<file path="config.mk">
export PLATFORM = sky130hd
export DESIGN_NAME = ovl_clock_ring
export DESIGN_NICKNAME = d
export VERILOG_FILES = /design/src/rtl/ovl_ring_pkg.sv /design/src/rtl/ovl_ring_sequencer.sv /design/src/rtl/ovl_ring_triggers.sv /design/src/rtl/ovl_ring_pulses.sv /design/src/rtl/ovl_clock_ring.sv
export SDC_FILE = /design/constraint.sdc
export NUM_CORES = 1
export LEC_CHECK = 0
export BUFFER_PORTS_ARGS = -buffer_cell sky130_fd_sc_hd__buf_2
export CAP_MARGIN = 20
export CORE_MARGIN = 5
export CORE_UTILIZATION = 56
export CTS_CLUSTER_DIAMETER = 100
export DETAILED_ROUTE_END_ITERATION = 10
export GPL_TIMING_DRIVEN = 0
export PLACE_DENSITY_LB_ADDON = 0.05
export SLEW_MARGIN = 10
export SYNTH_ARGS = -nofsm -noshare
export SYNTH_HDL_FRONTEND = slang
export SYNTH_SLANG_ARGS = --single-unit
</file>
<file path="constraint.sdc">
create_clock -name clk_i -period 4.3 [get_ports clk_i]
set_input_delay 0.86 -clock clk_i [delete_from_list [all_inputs] [get_ports clk_i]]
set_output_delay 0.86 -clock clk_i [all_outputs]
set_load 0.1 [all_outputs]
</file>
<file path="src/rtl/ovl_ring_pkg.sv">
package ovl_ring_pkg;

    // Sub-phase within one ring phase
    typedef enum logic {
        HALF_EARLY = 1'b0,
        HALF_LATE  = 1'b1
    } half_e;

    // Index arithmetic on a ring of size n; offset may be negative
    function automatic int ring_idx(input int i, input int off, input int n);
        return (((i + off) % n) + n) % n;
    endfunction

endpackage

</file>
<file path="src/rtl/ovl_ring_sequencer.sv">
module ovl_ring_sequencer
    import ovl_ring_pkg::*;
#(
    parameter int STAGES = 12
) (
    input  logic                                   clk_i,
    input  logic                                   rst_i,
    input  logic                                   en_i,
    output logic [((STAGES > 1) ? $clog2(STAGES) : 1)-1:0] ph_q_o,
    output logic [((STAGES > 1) ? $clog2(STAGES) : 1)-1:0] ph_d_o,
    output half_e                                  half_q_o,
    output half_e                                  half_d_o,
    output logic                                   adv_o
);

    localparam int PH_W = (STAGES > 1) ? $clog2(STAGES) : 1;
    localparam logic [PH_W-1:0] LAST_PH = PH_W'(STAGES - 1);

    typedef struct packed {
        logic [PH_W-1:0] ph;
        half_e           half;
    } seq_t;

    seq_t s_d, s_q;

    always_comb begin
        s_d = s_q;
        if (en_i) begin
            if (s_q.half == HALF_LATE) begin
                s_d.half = HALF_EARLY;
                s_d.ph   = (s_q.ph == LAST_PH) ? '0 : s_q.ph + 1'b1;
            end else begin
                s_d.half = HALF_LATE;
            end
        end
    end

    always_ff @(posedge clk_i) begin
        if (rst_i) begin
            s_q <= '{ph: LAST_PH, half: HALF_LATE};
        end else begin
            s_q <= s_d;
        end
    end

    assign ph_q_o   = s_q.ph;
    assign ph_d_o   = s_d.ph;
    assign half_q_o = s_q.half;
    assign half_d_o = s_d.half;
    assign adv_o    = en_i && (s_q.half == HALF_LATE);


    ph_range_chk: assert property (@(posedge clk_i) disable iff (rst_i)
        s_q.ph <= LAST_PH);


    early_to_late_chk: assert property (@(posedge clk_i) disable iff (rst_i)
        (en_i && s_q.half == HALF_EARLY) |=> (s_q.half == HALF_LATE && $stable(s_q.ph)));


    hold_position_chk: assert property (@(posedge clk_i) disable iff (rst_i)
        !en_i |=> ($stable(s_q.ph) && $stable(s_q.half)));

endmodule

</file>
<file path="src/rtl/ovl_ring_triggers.sv">
module ovl_ring_triggers
    import ovl_ring_pkg::*;
#(
    parameter int STAGES = 12
) (
    input  logic              clk_i,
    input  logic              rst_i,
    input  logic              adv_i,
    output logic [STAGES-1:0] trig_q_o,
    output logic [STAGES-1:0] trig_d_o
);

    // Starting pair: last stage and stage 0, covering the final phase
    localparam logic [STAGES-1:0] START_PAIR =
        {1'b1, {(STAGES-2){1'b0}}, 1'b1};

    typedef struct packed {
        logic [STAGES-1:0] trig;
    } trg_t;

    trg_t t_d, t_q;
    logic [STAGES-1:0] set_vec;
    logic [STAGES-1:0] clr_vec;

    // A stage sets when its two predecessors are the live pair at a
    // phase crossing; it clears when the stage two ahead sets.
    for (genvar n = 0; n < STAGES; n++) begin : g_stage
        localparam int PREV1 = ring_idx(n, -1, STAGES);
        localparam int PREV2 = ring_idx(n, -2, STAGES);
        localparam int NEXT2 = ring_idx(n, 2, STAGES);
        assign set_vec[n] = adv_i && t_q.trig[PREV1] && t_q.trig[PREV2];
        assign clr_vec[n] = set_vec[NEXT2];
    end

    always_comb begin
        t_d      = t_q;
        t_d.trig = set_vec | (t_q.trig & ~clr_vec);
    end

    always_ff @(posedge clk_i) begin
        if (rst_i) begin
            t_q.trig <= START_PAIR;
        end else begin
            t_q <= t_d;
        end
    end

    assign trig_q_o = t_q.trig;
    assign trig_d_o = t_d.trig;


    two_on_chk: assert property (@(posedge clk_i) disable iff (rst_i)
        $countones(t_q.trig) == 2);


    hold_between_chk: assert property (@(posedge clk_i) disable iff (rst_i)
        !adv_i |=> $stable(t_q.trig));


    one_in_one_out_chk: assert property (@(posedge clk_i) disable iff (rst_i)
        adv_i |=> ($countones(t_q.trig ^ $past(t_q.trig)) == 2));

endmodule

</file>
<file path="src/rtl/ovl_ring_pulses.sv">
module ovl_ring_pulses
    import ovl_ring_pkg::*;
#(
    parameter int STAGES      = 12,
    parameter int REMOTE_SKEW = 1
) (
    input  logic                                           clk_i,
    input  logic                                           rst_i,
    input  logic                                           en_i,
    input  logic [STAGES-1:0]                              trig_d_i,
    input  half_e                                          half_d_i,
    input  logic [((STAGES > 1) ? $clog2(STAGES) : 1)-1:0] ph_d_i,
    output logic [STAGES-1:0]                              stage_pulse_o,
    output logic [STAGES-1:0]                              stage_gated_o,
    output logic [STAGES-1:0]                              remote_early_o,
    output logic [STAGES-1:0]                              remote_late_o
);

    localparam int PH_W = (STAGES > 1) ? $clog2(STAGES) : 1;

    typedef struct packed {
        logic [STAGES-1:0] stg;
        logic [STAGES-1:0] gated;
        logic [STAGES-1:0] rem_early;
        logic [STAGES-1:0] rem_late;
    } pls_t;

    pls_t p_d, p_q;
    logic [STAGES-1:0] first_half;
    logic [STAGES-1:0] second_half;
    logic [STAGES-1:0] remote_hit;

    for (genvar n = 0; n < STAGES; n++) begin : g_decode
        localparam int PREV1 = ring_idx(n, -1, STAGES);
        localparam int NEXT1 = ring_idx(n, 1, STAGES);
        localparam logic [PH_W-1:0] SRC_PH =
            PH_W'(ring_idx(n, -REMOTE_SKEW, STAGES));
        // trigger n paired with its predecessor: first phase it covers
        assign first_half[n]  = trig_d_i[n] && trig_d_i[PREV1];
        // trigger n paired with its successor: second phase it covers
        assign second_half[n] = trig_d_i[n] && trig_d_i[NEXT1];
        assign remote_hit[n]  = (ph_d_i == SRC_PH);
    end

    always_comb begin
        p_d = '0;
        if (en_i) begin
            if (half_d_i == HALF_LATE) begin
                p_d.stg      = first_half;
                p_d.rem_late = remote_hit;
            end else begin
                p_d.gated     = second_half;
                p_d.rem_early = remote_hit;
            end
        end
    end

    always_ff @(posedge clk_i) begin
        if (rst_i) begin
            p_q <= '0;
        end else begin
            p_q <= p_d;
        end
    end

    assign stage_pulse_o  = p_q.stg;
    assign stage_gated_o  = p_q.gated;
    assign remote_early_o = p_q.rem_early;
    assign remote_late_o  = p_q.rem_late;


    stage_single_chk: assert property (@(posedge clk_i) disable iff (rst_i)
        $onehot0(p_q.stg) && $onehot0(p_q.gated));


    remote_single_chk: assert property (@(posedge clk_i) disable iff (rst_i)
        $onehot0(p_q.rem_early) && $onehot0(p_q.rem_late));


    no_half_clash_chk: assert property (@(posedge clk_i) disable iff (rst_i)
        !((|p_q.stg) && (|p_q.gated)));


    quiet_when_held_chk: assert property (@(posedge clk_i) disable iff (rst_i)
        !en_i |=> (p_q == '0));

endmodule

</file>
<file path="src/rtl/ovl_clock_ring.sv">
module ovl_clock_ring
    import ovl_ring_pkg::*;
#(
    parameter int STAGES      = 12,
    parameter int REMOTE_SKEW = 1
) (
    input  logic              clk_i,
    input  logic              rst_i,
    input  logic              en_i,
    output logic [STAGES-1:0] trig_o,
    output logic [STAGES-1:0] stage_pulse_o,
    output logic [STAGES-1:0] stage_gated_o,
    output logic [STAGES-1:0] remote_early_o,
    output logic [STAGES-1:0] remote_late_o
);

    localparam int PH_W = (STAGES > 1) ? $clog2(STAGES) : 1;

    logic [PH_W-1:0]   ph_q;
    logic [PH_W-1:0]   ph_d;
    half_e             half_q;
    half_e             half_d;
    logic              adv;
    logic [STAGES-1:0] trig_q;
    logic [STAGES-1:0] trig_d;

    ovl_ring_sequencer #(
        .STAGES (STAGES)
    ) u_seq (
        .clk_i    (clk_i),
        .rst_i    (rst_i),
        .en_i     (en_i),
        .ph_q_o   (ph_q),
        .ph_d_o   (ph_d),
        .half_q_o (half_q),
        .half_d_o (half_d),
        .adv_o    (adv)
    );

    ovl_ring_triggers #(
        .STAGES (STAGES)
    ) u_trg (
        .clk_i    (clk_i),
        .rst_i    (rst_i),
        .adv_i    (adv),
        .trig_q_o (trig_q),
        .trig_d_o (trig_d)
    );

    ovl_ring_pulses #(
        .STAGES      (STAGES),
        .REMOTE_SKEW (REMOTE_SKEW)
    ) u_pls (
        .clk_i          (clk_i),
        .rst_i          (rst_i),
        .en_i           (en_i),
        .trig_d_i       (trig_d),
        .half_d_i       (half_d),
        .ph_d_i         (ph_d),
        .stage_pulse_o  (stage_pulse_o),
        .stage_gated_o  (stage_gated_o),
        .remote_early_o (remote_early_o),
        .remote_late_o  (remote_late_o)
    );

    assign trig_o = trig_q;

    // Cross-checks between the phase counter and the self-running triggers
    for (genvar n = 0; n < STAGES; n++) begin : g_cross
        localparam int NEXT1 = ring_idx(n, 1, STAGES);
        localparam int RDST  = ring_idx(n, REMOTE_SKEW, STAGES);


        phase_pair_chk: assert property (@(posedge clk_i) disable iff (rst_i)
            (ph_q == PH_W'(n)) |-> (trig_q[n] && trig_q[NEXT1]));


        gated_inside_chk: assert property (@(posedge clk_i) disable iff (rst_i)
            stage_gated_o[n] |-> (trig_q[n] && trig_q[NEXT1] && half_q == HALF_EARLY));


        remote_label_chk: assert property (@(posedge clk_i) disable iff (rst_i)
            remote_early_o[RDST] == stage_gated_o[n]);
    end

endmodule

</file>
==> load_flow_metrics.sql, run 1 <==
INSERT INTO impl_metrics (metric_group, metric, value, unit) VALUES
('outcome', 'outcome', 'finished clean', ''),
('layout', 'drive_above_1_share', '24.27', '%'),
('cts', 'post_cts.repair.setup_buffers', '0', ''),
('pwr', 'total_power', '1.346', 'mW'),
('cts', 'clkSinkCount', '65', ''),
('die', 'ios', '63', ''),
('logic_synthesis', 'synthesis.area', '0.002544', 'mm²'),
('die', 'design.die.area', '0.005990', 'mm²'),
('die', 'die_h', '77.40', 'µm'),
('timing', 'finalSetupTns', '0', 'ns'),
('placement', 'finalWeightedCongestion', '0.8561', ''),
('flow_run', 'maxCapViolCount', '0', ''),
('cts', 'cts_resized', '0', ''),
('global_routing', 'pin_count_of_the_biggest_net_entering_global_routing', '12', ''),
('pwr', 'static-leakage-power', '1.376', 'nW'),
('timing', 'grt_setup_unrepaired', 'false', ''),
('logic_synthesis', 'synthDominantCellAreaShare', '51.16', '%'),
('cts', 'cts_made_buffers', '9', ''),
('detailed_routing', 'avgViaCountPerCell', '5.276', ''),
('setup_path', 'critical-path-top-delay-family', 'buffers and inverters', ''),
('die', 'core.rowCount', '24', ''),
('setup_path', 'timing.critical_path.depth', '1', ''),
('logic_synthesis', 'biggest_area_contributors_in_the_synthesized_netlist', 'sky130_fd_sc_hd__dfxtp_1 (51%), sky130_fd_sc_hd__nor2_1 (7.4%), sky130_fd_sc_hd__a21oi_1 (4.5%)', ''),
('setup_path', 'arrival', '1.14', 'ns'),
('timing', 'max_freq', '500.5', 'MHz'),
('setup_path', 'worst_ep_required_time', '3.44', 'ns'),
('timing', 'worst_slew_pin_slew', '0.5358', 'ns'),
('worst_hold_path', 'worst_hold_path.num_cells', '2', ''),
('pwr', 'vdd_drop_max', '259.4', 'µV'),
('cts', 'cts_max_level', '3', ''),
('logic_synthesis', 'synth.lib_cells_used.distinct', '42', ''),
('timing', 'setup_viol_count_final', '0', ''),
('die', 'initial_utilization', '58.02', '%'),
('layout', 'n_antenna_cell', '0', ''),
('cts', 'number_of_hold_buffers_added_after_cts', '0', ''),
('setup_path', 'path_cells', 'buf_2', ''),
('logic_synthesis', 'synth_fp_nets', '303', ''),
('timing', 'maximum_clock_skew_at_final_layout', '0.007335', 'ns'),
('layout', 'final_net_count', '376', ''),
('setup_path', 'worstSetupEndpointType', 'output pin', ''),
('setup_path', 'worstSetupPathType', 'flop to output pin', ''),
('setup_path', 'cp-start-kind', 'flop', ''),
('setup_path', 'ff2ff_path_depth', '5', ''),
('cts', 'clock_path_buffers', '2', ''),
('timing', 'slew_violations', '0', ''),
('logic_synthesis', 'synth.largest_area_cell', 'sky130_fd_sc_hd__dfxtp_1', ''),
('global_routing', 'first_global_vias', '1981', ''),
('placement', 'dpl-instance-area', '0.002919', 'mm²'),
('timing', 'slew_headroom', '64.28', '%'),
('detailed_routing', 'ant_nets', '0', ''),
('placement', 'placement.io_buffers', '62', ''),
('setup_path', 'cp_max_fo', '3', ''),
('detailed_routing', 'route.detailed.drc', '0', ''),
('timing', 'timing.final.crit_share', '46.47', '%'),
('timing', 'period_minus_slack', '1.998', 'ns'),
('cts', 'worst_setup_hold_path_clk_slew', '0.07', 'ns'),
('logic_synthesis', 'synthesis.area_per_instance', '8.565', 'µm²'),
('die', 'floorplan.die.width', '77.40', 'µm'),
('worst_hold_path', 'min-delay-path-class', 'flop to flop', ''),
('global_routing', 'number_of_antenna_violations_at_the_first_check_in_global_routing', '0', ''),
('layout', 'layout.cell_area.non_filler', '0.003115', 'mm²'),
('cts', 'tritoncts', 'done', ''),
('placement', 'placed_cells', '411', ''),
('global_routing', 'global_route.usage.total', '19.81', '%'),
('global_routing', 'grt_overflow', '0', ''),
('global_routing', 'first_pass_grt_wire_length', '9.701', 'mm'),
('detailed_routing', 'detail_route.wl_per_cell', '13.67', 'µm'),
('pwr', 'powerDensity', '432.0', 'mW/mm²'),
('placement', 'hpwl', '4.153', 'mm'),
('die', 'core', '0.004384', 'mm²'),
('layout', 'finish.cell_count_without_fillers', '427', '');
## area by class of cell
cell class                      count  area (µm²)
Timing Repair Buffer               62       310.3
Sequential cell                    65        1301
Clock inverter                      5       55.05
Fill cell                         347        1269
Buffer                             26       113.9
Inverter                           14       52.55
Tap cell                           52       65.06
Clock buffer                       11       141.4
Multi-Input combinational cell    192        1076
## final timing paths
path / startpoint / end / slack [ns]
hold reg to reg: u_trg.trig_q_o[1] / u_trg.trig_q_o[2] / 0.58
setup reg to reg: u_seq.half_q_o / u_pls.stage_gated_o[0] / 2.52
hold / removal: u_trg.trig_q_o[1] / u_trg.trig_q_o[2] / 0.58
setup / recovery: u_trg.trig_q_o[1] / trig_o[1] / 2.30
## layer usage
layer	up-vias	wire, µm	GRT usage (%)
li1	1179	-	-
met1	981	2956	31.40
met2	89	2345	26.43
met3	4	484	5.093
met4	0	50	5.155
met5	-	0	0
## registers in the layout, summed over array words and instances, names as in the netlist
name                  cells
u_pls.remote_early_o     12
u_pls.remote_late_o      12
u_pls.stage_gated_o      12
u_pls.stage_pulse_o      12
u_trg.trig_q_o           12
u_seq.ph_q_o              4
u_seq.half_q_o            1
## report_power, final
| group | internal (mW) | total [mW] | switching [mW] |
|---|---|---|---|
| Clock | 0.282 | 0.508 | 0.226 |
| Combinational | 0.0552 | 0.215 | 0.160 |
| Sequential | 0.614 | 0.623 | 0.00855 |
## through the flow
| stage | setup WS, ns | hold WS [ns] | utilization [%] |
|---|---|---|---|
| finish | 2.302 | 0.5770 | 71.06 |
| global route | 2.264 | 0.6038 | 71.06 |
| CTS | 2.289 | 0.5796 | 71.06 |
| detailed placement | 2.030 | 0.5615 | 66.58 |
| global placement | 2.043 | 0.5519 | 66.58 |
| floorplan | 2.369 | 0.5722 | - |
## worst min-delay path, delay by kind of cell, from the launching register on
kind / cells / cell delay, ns
DFF: 1 / 0.33
and+or+nand+nor: 1 / 0.12
AOI/OAI and AO/OA: 1 / 0.08
## Yosys cell counts
master	n
sky130_fd_sc_hd__and3b_1	1
sky130_fd_sc_hd__buf_4	1
sky130_fd_sc_hd__o32a_1	2
sky130_fd_sc_hd__a31oi_1	4
sky130_fd_sc_hd__o31ai_1	2
sky130_fd_sc_hd__nand4b_1	1
sky130_fd_sc_hd__o22ai_1	6
sky130_fd_sc_hd__or3_1	1
sky130_fd_sc_hd__o32ai_1	4
sky130_fd_sc_hd__a22oi_1	2
sky130_fd_sc_hd__nor3_1	11
sky130_fd_sc_hd__nor2_1	50
sky130_fd_sc_hd__o21a_1	1
sky130_fd_sc_hd__mux2i_1	1
sky130_fd_sc_hd__and2_1	1
sky130_fd_sc_hd__o21bai_1	1
sky130_fd_sc_hd__a211oi_1	2
sky130_fd_sc_hd__a32oi_1	5
sky130_fd_sc_hd__o21ai_0	11
sky130_fd_sc_hd__nand3_2	1
sky130_fd_sc_hd__buf_2	9
sky130_fd_sc_hd__a21oi_1	23
sky130_fd_sc_hd__nand2b_1	2
sky130_fd_sc_hd__inv_1	14
sky130_fd_sc_hd__a2bb2oi_2	1
sky130_fd_sc_hd__clkbuf_2	1
sky130_fd_sc_hd__xor2_1	2
sky130_fd_sc_hd__clkbuf_1	15
sky130_fd_sc_hd__a21boi_0	7
sky130_fd_sc_hd__nand3_1	9
sky130_fd_sc_hd__nor2b_1	2
sky130_fd_sc_hd__nor3_4	1
sky130_fd_sc_hd__a21o_1	2
sky130_fd_sc_hd__a32o_1	2
sky130_fd_sc_hd__a211o_1	1
sky130_fd_sc_hd__nand4_1	1
sky130_fd_sc_hd__nand2_1	22
sky130_fd_sc_hd__nand3b_1	3
sky130_fd_sc_hd__dfxtp_1	65
sky130_fd_sc_hd__and3_1	3
sky130_fd_sc_hd__a41oi_1	1
sky130_fd_sc_hd__ha_1	3
## cell families (layout without fill, tap and decap cells)
logic type      after synthesis  after routing  synth area share [%]
fa+ha+maj                     3              3                 1.476
simple gates                109            109                 19.63
flops                        65             65                 51.16
compound gates               77             77                 20.12
mux                           1              1                0.3935
xor+xnor                      2              2                0.6888
buf+inv                      40            118                 6.542
No activity file was read; power rests on OpenSTA's default activity.
==> run 2: changes to the inputs <==
--- a/config.mk
+++ b/config.mk
@@ -5,10 +5,11 @@
 export SDC_FILE = /design/constraint.sdc
 export NUM_CORES = 1
 export LEC_CHECK = 0
+export ABC_AREA = 1
 export BUFFER_PORTS_ARGS = -buffer_cell sky130_fd_sc_hd__buf_2
 export CAP_MARGIN = 20
 export CORE_MARGIN = 5
-export CORE_UTILIZATION = 56
+export CORE_UTILIZATION = 50
 export CTS_CLUSTER_DIAMETER = 100
 export DETAILED_ROUTE_END_ITERATION = 10
 export GPL_TIMING_DRIVEN = 0
==> constraint.sdc (replaced) <==
create_clock -name clk_i -period 2 [get_ports clk_i]
set_input_delay 0.4 -clock clk_i [delete_from_list [all_inputs] [get_ports clk_i]]
set_output_delay 0.4 -clock clk_i [all_outputs]
set_load 0.1 [all_outputs]
==> run 2 against run 1 <==
  * Critical endpoint is now trig_o[11]
  * Synthesized cell count is 11% lower
  * Critical path depth stayed put
  * Hold slack worse by 0.30 ns
  * Power is 100% higher
  * Cell count is 8.2% lower
  * Critical path type unchanged
==> load_flow_metrics.sql, run 2 <==
INSERT INTO impl_metrics (metric_group, metric, value, unit) VALUES
('outcome', 'outcome', 'finished clean', ''),
('logic_synthesis', 'portion_of_the_post_synthesis_area_used_by_sequential_elements', '57.91', '%'),
('detailed_routing', 'detail_route.wl_per_cell', '11.67', 'µm'),
('setup_path', 'cp_max_fo', '4', ''),
('cts', 'clkSinkCount', '65', ''),
('layout', 'mostFrequentLayoutCells', 'sky130_fd_sc_hd__buf_2 (67), sky130_fd_sc_hd__dfxtp_1 (65), sky130_fd_sc_hd__nor2_1 (56)', ''),
('die', 'core.rowCount', '24', ''),
('setup_path', 'worstSetupPathType', 'flop to output pin', ''),
('pwr', 'cellInternalPower', '1.968', 'mW'),
('placement', 'hpwl', '3.448', 'mm'),
('global_routing', 'global_route.usage.total', '15.98', '%'),
('timing', 'maximum_clock_skew_at_final_layout', '0.008715', 'ns'),
('cts', 'worst_setup_hold_path_clk_slew', '0.06', 'ns'),
('setup_path', 'number_of_buffers_and_inverters_on_the_critical_path', '1', ''),
('logic_synthesis', 'synthXorXnorAreaFrac', '0', '%'),
('flow_run', 'maxCapViolCount', '0', ''),
('layout', 'n_antenna_cell', '0', ''),
('setup_path', 'reg2reg_slack', '0.45', 'ns'),
('cts', 'clk_root_buffer_cell', 'sky130_fd_sc_hd__clkbuf_8', ''),
('placement', 'placement.io_buffers', '62', ''),
('worst_hold_path', 'min-delay-path-class', 'primary input to flop', ''),
('setup_path', 'arrival', '1.17', 'ns'),
('logic_synthesis', 'synth-compound-area-share', '3.619', '%'),
('setup_path', 'path_cells', 'buf_2', ''),
('logic_synthesis', 'synthesis.area', '0.002247', 'mm²'),
('logic_synthesis', 'synth.lib_cells_used.distinct', '21', ''),
('cts', 'clk_latency', '0.33', 'ns'),
('timing', 'finalSetupTns', '0', 'ns'),
('setup_path', 'startpoint_of_the_worst_slack_reg_to_reg_timing_path', 'u_seq.half_q_o', ''),
('timing', 'hold_ws', '0.2803', 'ns'),
('logic_synthesis', 'synthMostInstantiatedCell', 'sky130_fd_sc_hd__dfxtp_1', ''),
('pwr', 'switching_share', '28.35', '%'),
('detailed_routing', 'ant_nets', '0', ''),
('cts', 'post_cts.repair.setup_buffers', '0', ''),
('global_routing', 'pin_count_of_the_biggest_net_entering_global_routing', '11', ''),
('setup_path', 'setup.worst_path.start', 'u_trg.trig_q_o[11]', ''),
('timing', 'slew_headroom', '67.16', '%'),
('pwr', 'static-leakage-power', '1.422', 'nW'),
('pwr', 'p_seq_share', '48.8', '%'),
('layout', 'area_growth_syn_to_layout', '24.55', '%'),
('pwr', 'powerDensity', '981.5', 'mW/mm²'),
('logic_synthesis', 'synth_top_family_by_area', 'simple AND/OR/NAND/NOR gates', ''),
('logic_synthesis', 'synth_fp_nets', '269', ''),
('timing', 'timing.final.crit_share', '78.55', '%'),
('timing', 'hold_viol_final', '0', ''),
('timing', 'grt_setup_unrepaired', 'false', ''),
('setup_path', 'critical-path-top-delay-family', 'buffers and inverters', ''),
('cts', 'clock_path_buffers', '2', ''),
('logic_synthesis', 'yosys_register_bits', '65', ''),
('pwr', 'vdd_drop_max', '643.5', 'µV'),
('die', 'design.die.area', '0.005935', 'mm²'),
('die', 'core', '0.004354', 'mm²'),
('cts', 'cts_max_level', '3', ''),
('global_routing', 'first_pass_grt_wire_length', '7.534', 'mm'),
('global_routing', 'grt_overflow', '0', ''),
('logic_synthesis', 'yosysWarningCount', '0', ''),
('die', 'floorplan.die.width', '77.04', 'µm'),
('setup_path', 'worst_ep_required_time', '1.60', 'ns'),
('logic_synthesis', 'synth_common_cells', 'sky130_fd_sc_hd__dfxtp_1 (65), sky130_fd_sc_hd__nor2_1 (56), sky130_fd_sc_hd__nand2_1 (46)', ''),
('setup_path', 'timing.critical_path.depth', '1', ''),
('setup_path', 'worstReg2RegEnd', 'u_pls.stage_gated_o[9]', ''),
('timing', 'period_minus_slack', '1.571', 'ns'),
('logic_synthesis', 'synth_enable_flop_cells', '0', ''),
('logic_synthesis', 'biggest_area_contributors_in_the_synthesized_netlist', 'sky130_fd_sc_hd__dfxtp_1 (58%), sky130_fd_sc_hd__nor2_1 (9.4%), sky130_fd_sc_hd__nand2_1 (7.7%)', ''),
('setup_path', 'cp-start-kind', 'flop', ''),
('layout', 'drive_above_1_share', '30.00', '%'),
('layout', 'finish.cell_count_without_fillers', '392', ''),
('timing', 'slew_violations', '0', ''),
('setup_path', 'worst_setup_path_endpoint', 'trig_o[11]', ''),
('die', 'ios', '63', ''),
('placement', 'placed_cells', '377', ''),
('detailed_routing', 'detail_route.wirelength', '4.573', 'mm'),
('cts', 'number_of_hold_buffers_added_after_cts', '0', ''),
('timing', 'max_freq', '636.5', 'MHz'),
('global_routing', 'first_global_vias', '1621', ''),
('timing', 'setup_viol_count_final', '0', ''),
('logic_synthesis', 'synth.largest_area_cell', 'sky130_fd_sc_hd__dfxtp_1', ''),
('cts', 'tritoncts', 'done', ''),
('logic_synthesis', 'synthesis.area_per_instance', '8.544', 'µm²'),
('logic_synthesis', 'synth-async-reset-ratio', '0', '%'),
('detailed_routing', 'route.detailed.drc', '0', ''),
('layout', 'commonest_non_fill_non_tap_cell_in_the_layout', 'sky130_fd_sc_hd__buf_2', ''),
('die', 'initial_utilization', '51.61', '%'),
('global_routing', 'number_of_antenna_violations_at_the_first_check_in_global_routing', '0', ''),
('placement', 'finalWeightedCongestion', '0.8893', ''),
('detailed_routing', 'dr_total_vias', '1777', ''),
('setup_path', 'critPathMaxStageDelay', '0.45', 'ns'),
('logic_synthesis', 'synth_cells', '263', ''),
('layout', 'final_net_count', '342', ''),
('pwr', 'total_switching_power', '778.7', 'µW'),
('detailed_routing', 'drt_first_pass_iters', '6', ''),
('logic_synthesis', 'synthDominantCellAreaShare', '57.91', '%'),
('die', 'die_h', '77.04', 'µm'),
('logic_synthesis', 'synthAdderAreaFrac', '1.670', '%'),
('cts', 'cts_made_buffers', '9', ''),
('logic_synthesis', 'yosys_most_used_dff', 'sky130_fd_sc_hd__dfxtp_1', ''),
('pwr', 'total_power', '2.747', 'mW'),
('logic_synthesis', 'synth_mux_area_share', '0', '%'),
('cts', 'cts_resized', '0', ''),
('setup_path', 'worstSetupEndpointType', 'output pin', ''),
('logic_synthesis', 'synth-simple-area-share', '28.17', '%'),
('setup_path', 'timing.critical_path.slowest_stage_cell', 'sky130_fd_sc_hd__buf_2', ''),
('pwr', 'power.clock.fraction', '37.3', '%'),
('pwr', 'power.combinational.fraction', '13.9', '%'),
('setup_path', 'ff2ff_path_depth', '6', ''),
('detailed_routing', 'avgViaCountPerCell', '4.533', ''),
('timing', 'worst_slew_pin_slew', '0.4960', 'ns'),
('detailed_routing', 'number_of_drc_violations_after_detailed_routing_iteration_0', '68', '');
-- run 2: cell types whose count changed after synthesis, sizes merged, moves of 5 or more --
cell,delta
a21oi,-23
nor2,+8
clkbuf,-15
a32oi,-5
buf,-5
inv,+30
a21boi,-7
nand2,+28
o21ai,-8
-- run 2: power by group through the flow --
| stage | Sequential, mW | Clock, mW | Combinational (mW) |
|---|---|---|---|
| 2_1_floorplan | 1.49 | 0 | 0.200 |
| 6_report | 1.34 | 1.02 | 0.382 |
| 3_3_place_gp | 1.37 | 0 | 0.380 |
| 5_1_grt | 1.34 | 1.11 | 0.418 |
| 4_1_cts | 1.34 | 1.03 | 0.385 |
| 3_5_place_dp | 1.37 | 0 | 0.383 |
-- run 2: metrics by stage --
| step | utilization [%] | area [µm²] | setup slack, ns |
|---|---|---|---|
| after global placement | 60.23 | 2623 | 0.3244 |
| after global routing | 64.28 | 2799 | 0.2923 |
| after detailed placement | 60.23 | 2623 | 0.3293 |
| after CTS | 64.28 | 2799 | 0.4175 |
| final | 64.28 | 2799 | 0.4289 |
| after floorplan | - | 2247 | 0.2947 |
-- run 2: metal layers --
metal  track usage [%]  part of all wire, %  vias to the layer above  routed length [µm]
li1                  -                    -                      947                   -
met5                 0                    0                        -                   0
met2             21.48                   40                       53                1808
met4             6.186                  1.3                        0                  60
met1             22.40                   50                      768                2286
met3             6.909                  9.1                        9                 418
-- run 2: cell type report --
class | count | area [µm²]
inverters | 44 | 165.2
well taps | 52 | 65.06
flip-flops and latches | 65 | 1301
clock buffers | 11 | 131.4
plain buffers | 6 | 28.78
fillers | 405 | 1555
multi-input cells | 148 | 752.0
repair buffers | 62 | 310.3
clock inverters | 4 | 45.04
-- run 2: worst min path at each step --
| stage | from | end | cells after the start |
|---|---|---|---|
| finish | rst_i | u_trg.trig_q_o[5] | 2 |
| global placement | u_seq.half_q_o | u_seq.half_q_o | 3 |
| floorplan | rst_i | u_trg.trig_q_o[5] | 1 |
| CTS | rst_i | u_trg.trig_q_o[5] | 2 |
| global route | rst_i | u_trg.trig_q_o[5] | 2 |
| detailed placement | rst_i | u_trg.trig_q_o[5] | 2 |
-- run 2: cells by family after synthesis --
logic type / count (synthesis)
and+or+nand+nor: 132
DFF: 65
adders and majority gates: 3
buffers and inverters: 50
AOI/OAI and AO/OA: 13
==> run 3: changes to the inputs <==
==> constraint.sdc (replaced) <==
create_clock -name clk_i -period 1.55 [get_ports clk_i]
set_input_delay 0.31 -clock clk_i [delete_from_list [all_inputs] [get_ports clk_i]]
set_output_delay 0.31 -clock clk_i [all_outputs]
set_load 0.1 [all_outputs]
==> run 3 against run 2 <==
  * Sequential share of layout area down 1.3 points
  * Power up 46%
  * Clock power up 75%
  * Clock-buffer cell count down 1
  * Utilization up 2.7 points
  * Sequential power up 29%
  * Combinational power up 31%
  * Wire length up 2.9%
  * First-iteration DRC count up 57%
  * Via count up 1.7%
  * Critical path depth up 5
  * Critical endpoint is now u_trg.trig_q_o[0]
==> load_flow_metrics.sql, run 3 (synthesized netlist as in run 2, its figures left out) <==
INSERT INTO impl_metrics (metric_group, metric, value, unit) VALUES
('outcome', 'outcome', 'finished clean', ''),
('timing', 'setup_viol_count_final', '0', ''),
('die', 'die_h', '77.04', 'µm'),
('detailed_routing', 'avgViaCountPerCell', '4.601', ''),
('detailed_routing', 'number_of_drc_violations_after_detailed_routing_iteration_0', '107', ''),
('cts', 'post_cts.repair.setup_buffers', '0', ''),
('timing', 'hold_viol_final', '0', ''),
('timing', 'timing.final.crit_share', '93.51', '%'),
('timing', 'postLayoutSetupSlackWorst', '0.1006', 'ns'),
('pwr', 'powerDensity', '1375', 'mW/mm²'),
('pwr', 'p_seq_share', '43.2', '%'),
('global_routing', 'number_of_antenna_violations_at_the_first_check_in_global_routing', '0', ''),
('timing', 'worst_slew_pin_slew', '0.4976', 'ns'),
('pwr', 'power.combinational.fraction', '12.5', '%'),
('setup_path', 'worst_ep_required_time', '1.77', 'ns'),
('cts', 'number_of_hold_buffers_added_after_cts', '0', ''),
('cts', 'worst_setup_hold_path_clk_slew', '0.08', 'ns'),
('global_routing', 'global_route.usage.total', '16.75', '%'),
('setup_path', 'worstSetupPathType', 'flop to flop', ''),
('detailed_routing', 'detail_route.wl_per_cell', '11.97', 'µm'),
('detailed_routing', 'drt_first_pass_iters', '4', ''),
('setup_path', 'worstSetupEndpointType', 'flop', ''),
('die', 'design.die.area', '0.005935', 'mm²'),
('layout', 'fillerInstances', '365', ''),
('global_routing', 'grt_busiest_layer', 'met1', ''),
('layout', 'n_antenna_cell', '0', ''),
('cts', 'cts_max_level', '3', ''),
('global_routing', 'pin_count_of_the_biggest_net_entering_global_routing', '13', ''),
('global_routing', 'first_pass_grt_wire_length', '7.872', 'mm'),
('layout', 'multi_input_comb_area', '773.2', 'µm²'),
('layout', 'drive_above_1_share', '35.78', '%'),
('global_routing', 'met1_grt_util', '24.89', '%'),
('layout', 'area.sequential', '0.001318', 'mm²'),
('layout', 'mostFrequentLayoutCells', 'sky130_fd_sc_hd__buf_2 (66), sky130_fd_sc_hd__nor2_1 (56), sky130_fd_sc_hd__dfxtp_1 (52)', ''),
('flow_run', 'maxCapViolCount', '0', ''),
('die', 'floorplan.die.width', '77.04', 'µm'),
('global_routing', 'grt_overflow', '0', ''),
('die', 'core.rowCount', '24', ''),
('timing', 'maximum_clock_skew_at_final_layout', '0.009108', 'ns'),
('pwr', 'cellInternalPower', '2.936', 'mW'),
('detailed_routing', 'dr_total_vias', '1808', ''),
('die', 'initial_utilization', '51.61', '%'),
('detailed_routing', 'detail_route.wirelength', '4.706', 'mm'),
('placement', 'finalWeightedCongestion', '0.9025', ''),
('layout', 'commonest_non_fill_non_tap_cell_in_the_layout', 'sky130_fd_sc_hd__buf_2', ''),
('global_routing', 'groute.layer.met2.usage', '21.48', '%'),
('die', 'core', '0.004354', 'mm²'),
('detailed_routing', 'ant_nets', '0', ''),
('timing', 'period_minus_slack', '1.449', 'ns'),
('cts', 'cts_resized', '1', ''),
('pwr', 'vdd_drop_max', '737.3', 'µV'),
('cts', 'clkSinkCount', '65', ''),
('timing', 'slew_headroom', '67.05', '%'),
('placement', 'pre_cts_slack', '-0.04954', 'ns'),
('layout', 'final_net_count', '342', ''),
('pwr', 'static-leakage-power', '1.457', 'nW'),
('layout', 'area_growth_syn_to_layout', '29.73', '%'),
('pwr', 'power.clock.fraction', '44.3', '%'),
('setup_path', 'cp_max_fo', '10', ''),
('pwr', 'switching_share', '26.75', '%'),
('cts', 'clk_latency', '0.33', 'ns'),
('die', 'ios', '63', ''),
('worst_hold_path', 'min-delay-path-class', 'primary input to flop', ''),
('placement', 'hpwl', '3.362', 'mm'),
('timing', 'grt_setup_unrepaired', 'false', ''),
('timing', 'hold_ws', '0.1692', 'ns'),
('cts', 'clock_path_buffers', '2', ''),
('detailed_routing', 'route.detailed.drc', '0', ''),
('cts', 'clk_root_buffer_cell', 'sky130_fd_sc_hd__clkbuf_8', ''),
('timing', 'slew_violations', '0', ''),
('timing', 'max_freq', '689.9', 'MHz'),
('pwr', 'total_switching_power', '1.072', 'mW'),
('global_routing', 'met3_usage', '5.972', '%'),
('global_routing', 'first_global_vias', '1621', ''),
('placement', 'placement.io_buffers', '62', ''),
('cts', 'tritoncts', 'done', ''),
('cts', 'cts_made_buffers', '9', ''),
('setup_path', 'cp-start-kind', 'flop', ''),
('setup_path', 'arrival', '1.67', 'ns');
## run 3: cell types whose count changed in the layout (fill, tap and decap cells not counted), moves of 2 or more
cell	previous run	this run
sky130_fd_sc_hd__o22ai_1	10	7
sky130_fd_sc_hd__o22ai_2	0	3
sky130_fd_sc_hd__dfxtp_1	65	52
sky130_fd_sc_hd__dfxtp_2	0	13
sky130_fd_sc_hd__clkinv_4	0	2
sky130_fd_sc_hd__bufinv_16	1	3
sky130_fd_sc_hd__clkinv_2	3	0
sky130_fd_sc_hd__clkbuf_1	3	1
## run 3: through the flow
| stage | cell area (µm²) | instances | TNS (ns) | utilization (%) | total power, mW |
|---|---|---|---|---|---|
| 6_report | 2915 | 393 | 0 | 66.95 | 4.008 |
| 5_1_grt | 2915 | 393 | 0 | 66.95 | 4.182 |
| 4_1_cts | 2893 | 393 | 0 | 66.44 | 4.038 |
| 3_5_place_dp | 2638 | 377 | -0.1397 | 60.57 | 2.266 |
| 3_3_place_gp | 2638 | 377 | -0.08986 | 60.57 | 2.260 |
| 2_1_floorplan | 2262 | 263 | 0 | - | 2.179 |
## run 3: layout make-up
| class | instances | area share [%] |
|---|---|---|
| flip-flops and latches | 65 | 45.19 |
| multi-input cells | 148 | 26.52 |
| repair buffers | 62 | 10.64 |
| inverters | 44 | 5.665 |
| clock buffers | 10 | 4.721 |
| clock inverters | 6 | 3.948 |
| well taps | 52 | 2.232 |
| plain buffers | 6 | 1.073 |
## run 3: metal layers
layer	part of all wire, %	wire, µm
met1	51	2398
met2	42	1973
met3	6.6	312
met4	0.47	22
met5	0	0
## run 3: path summary, 6_finish.rpt
kind | from | endpoint | slack (ns) | cells after the start
max | u_seq.half_q_o | u_trg.trig_q_o[0] | 0.10 | 6
min | rst_i | u_trg.trig_q_o[5] | 0.17 | 2
max reg2reg | u_seq.half_q_o | u_trg.trig_q_o[0] | 0.10 | 6
min reg2reg | u_seq.half_q_o | u_seq.half_q_o | 0.61 | 3
## run 3: worst max-delay path, cell delays in order, from the launching register on
cell and delay [ns]:
sky130_fd_sc_hd__dfxtp_2 0.36, sky130_fd_sc_hd__ha_1 0.20, sky130_fd_sc_hd__buf_4 0.18, sky130_fd_sc_hd__nand2_1 0.08, sky130_fd_sc_hd__nand2_1 0.07, sky130_fd_sc_hd__o21ai_0 0.15
sky130_fd_sc_hd__or2_2 0.30
## run 3: power groups by stage
stage	sequential [mW]	combinational, mW	clock, mW
2_1_floorplan	1.92	0.258	0
3_3_place_gp	1.77	0.491	0
3_5_place_dp	1.77	0.496	0
4_1_cts	1.73	0.500	1.81
5_1_grt	1.74	0.545	1.90
6_report	1.73	0.501	1.78
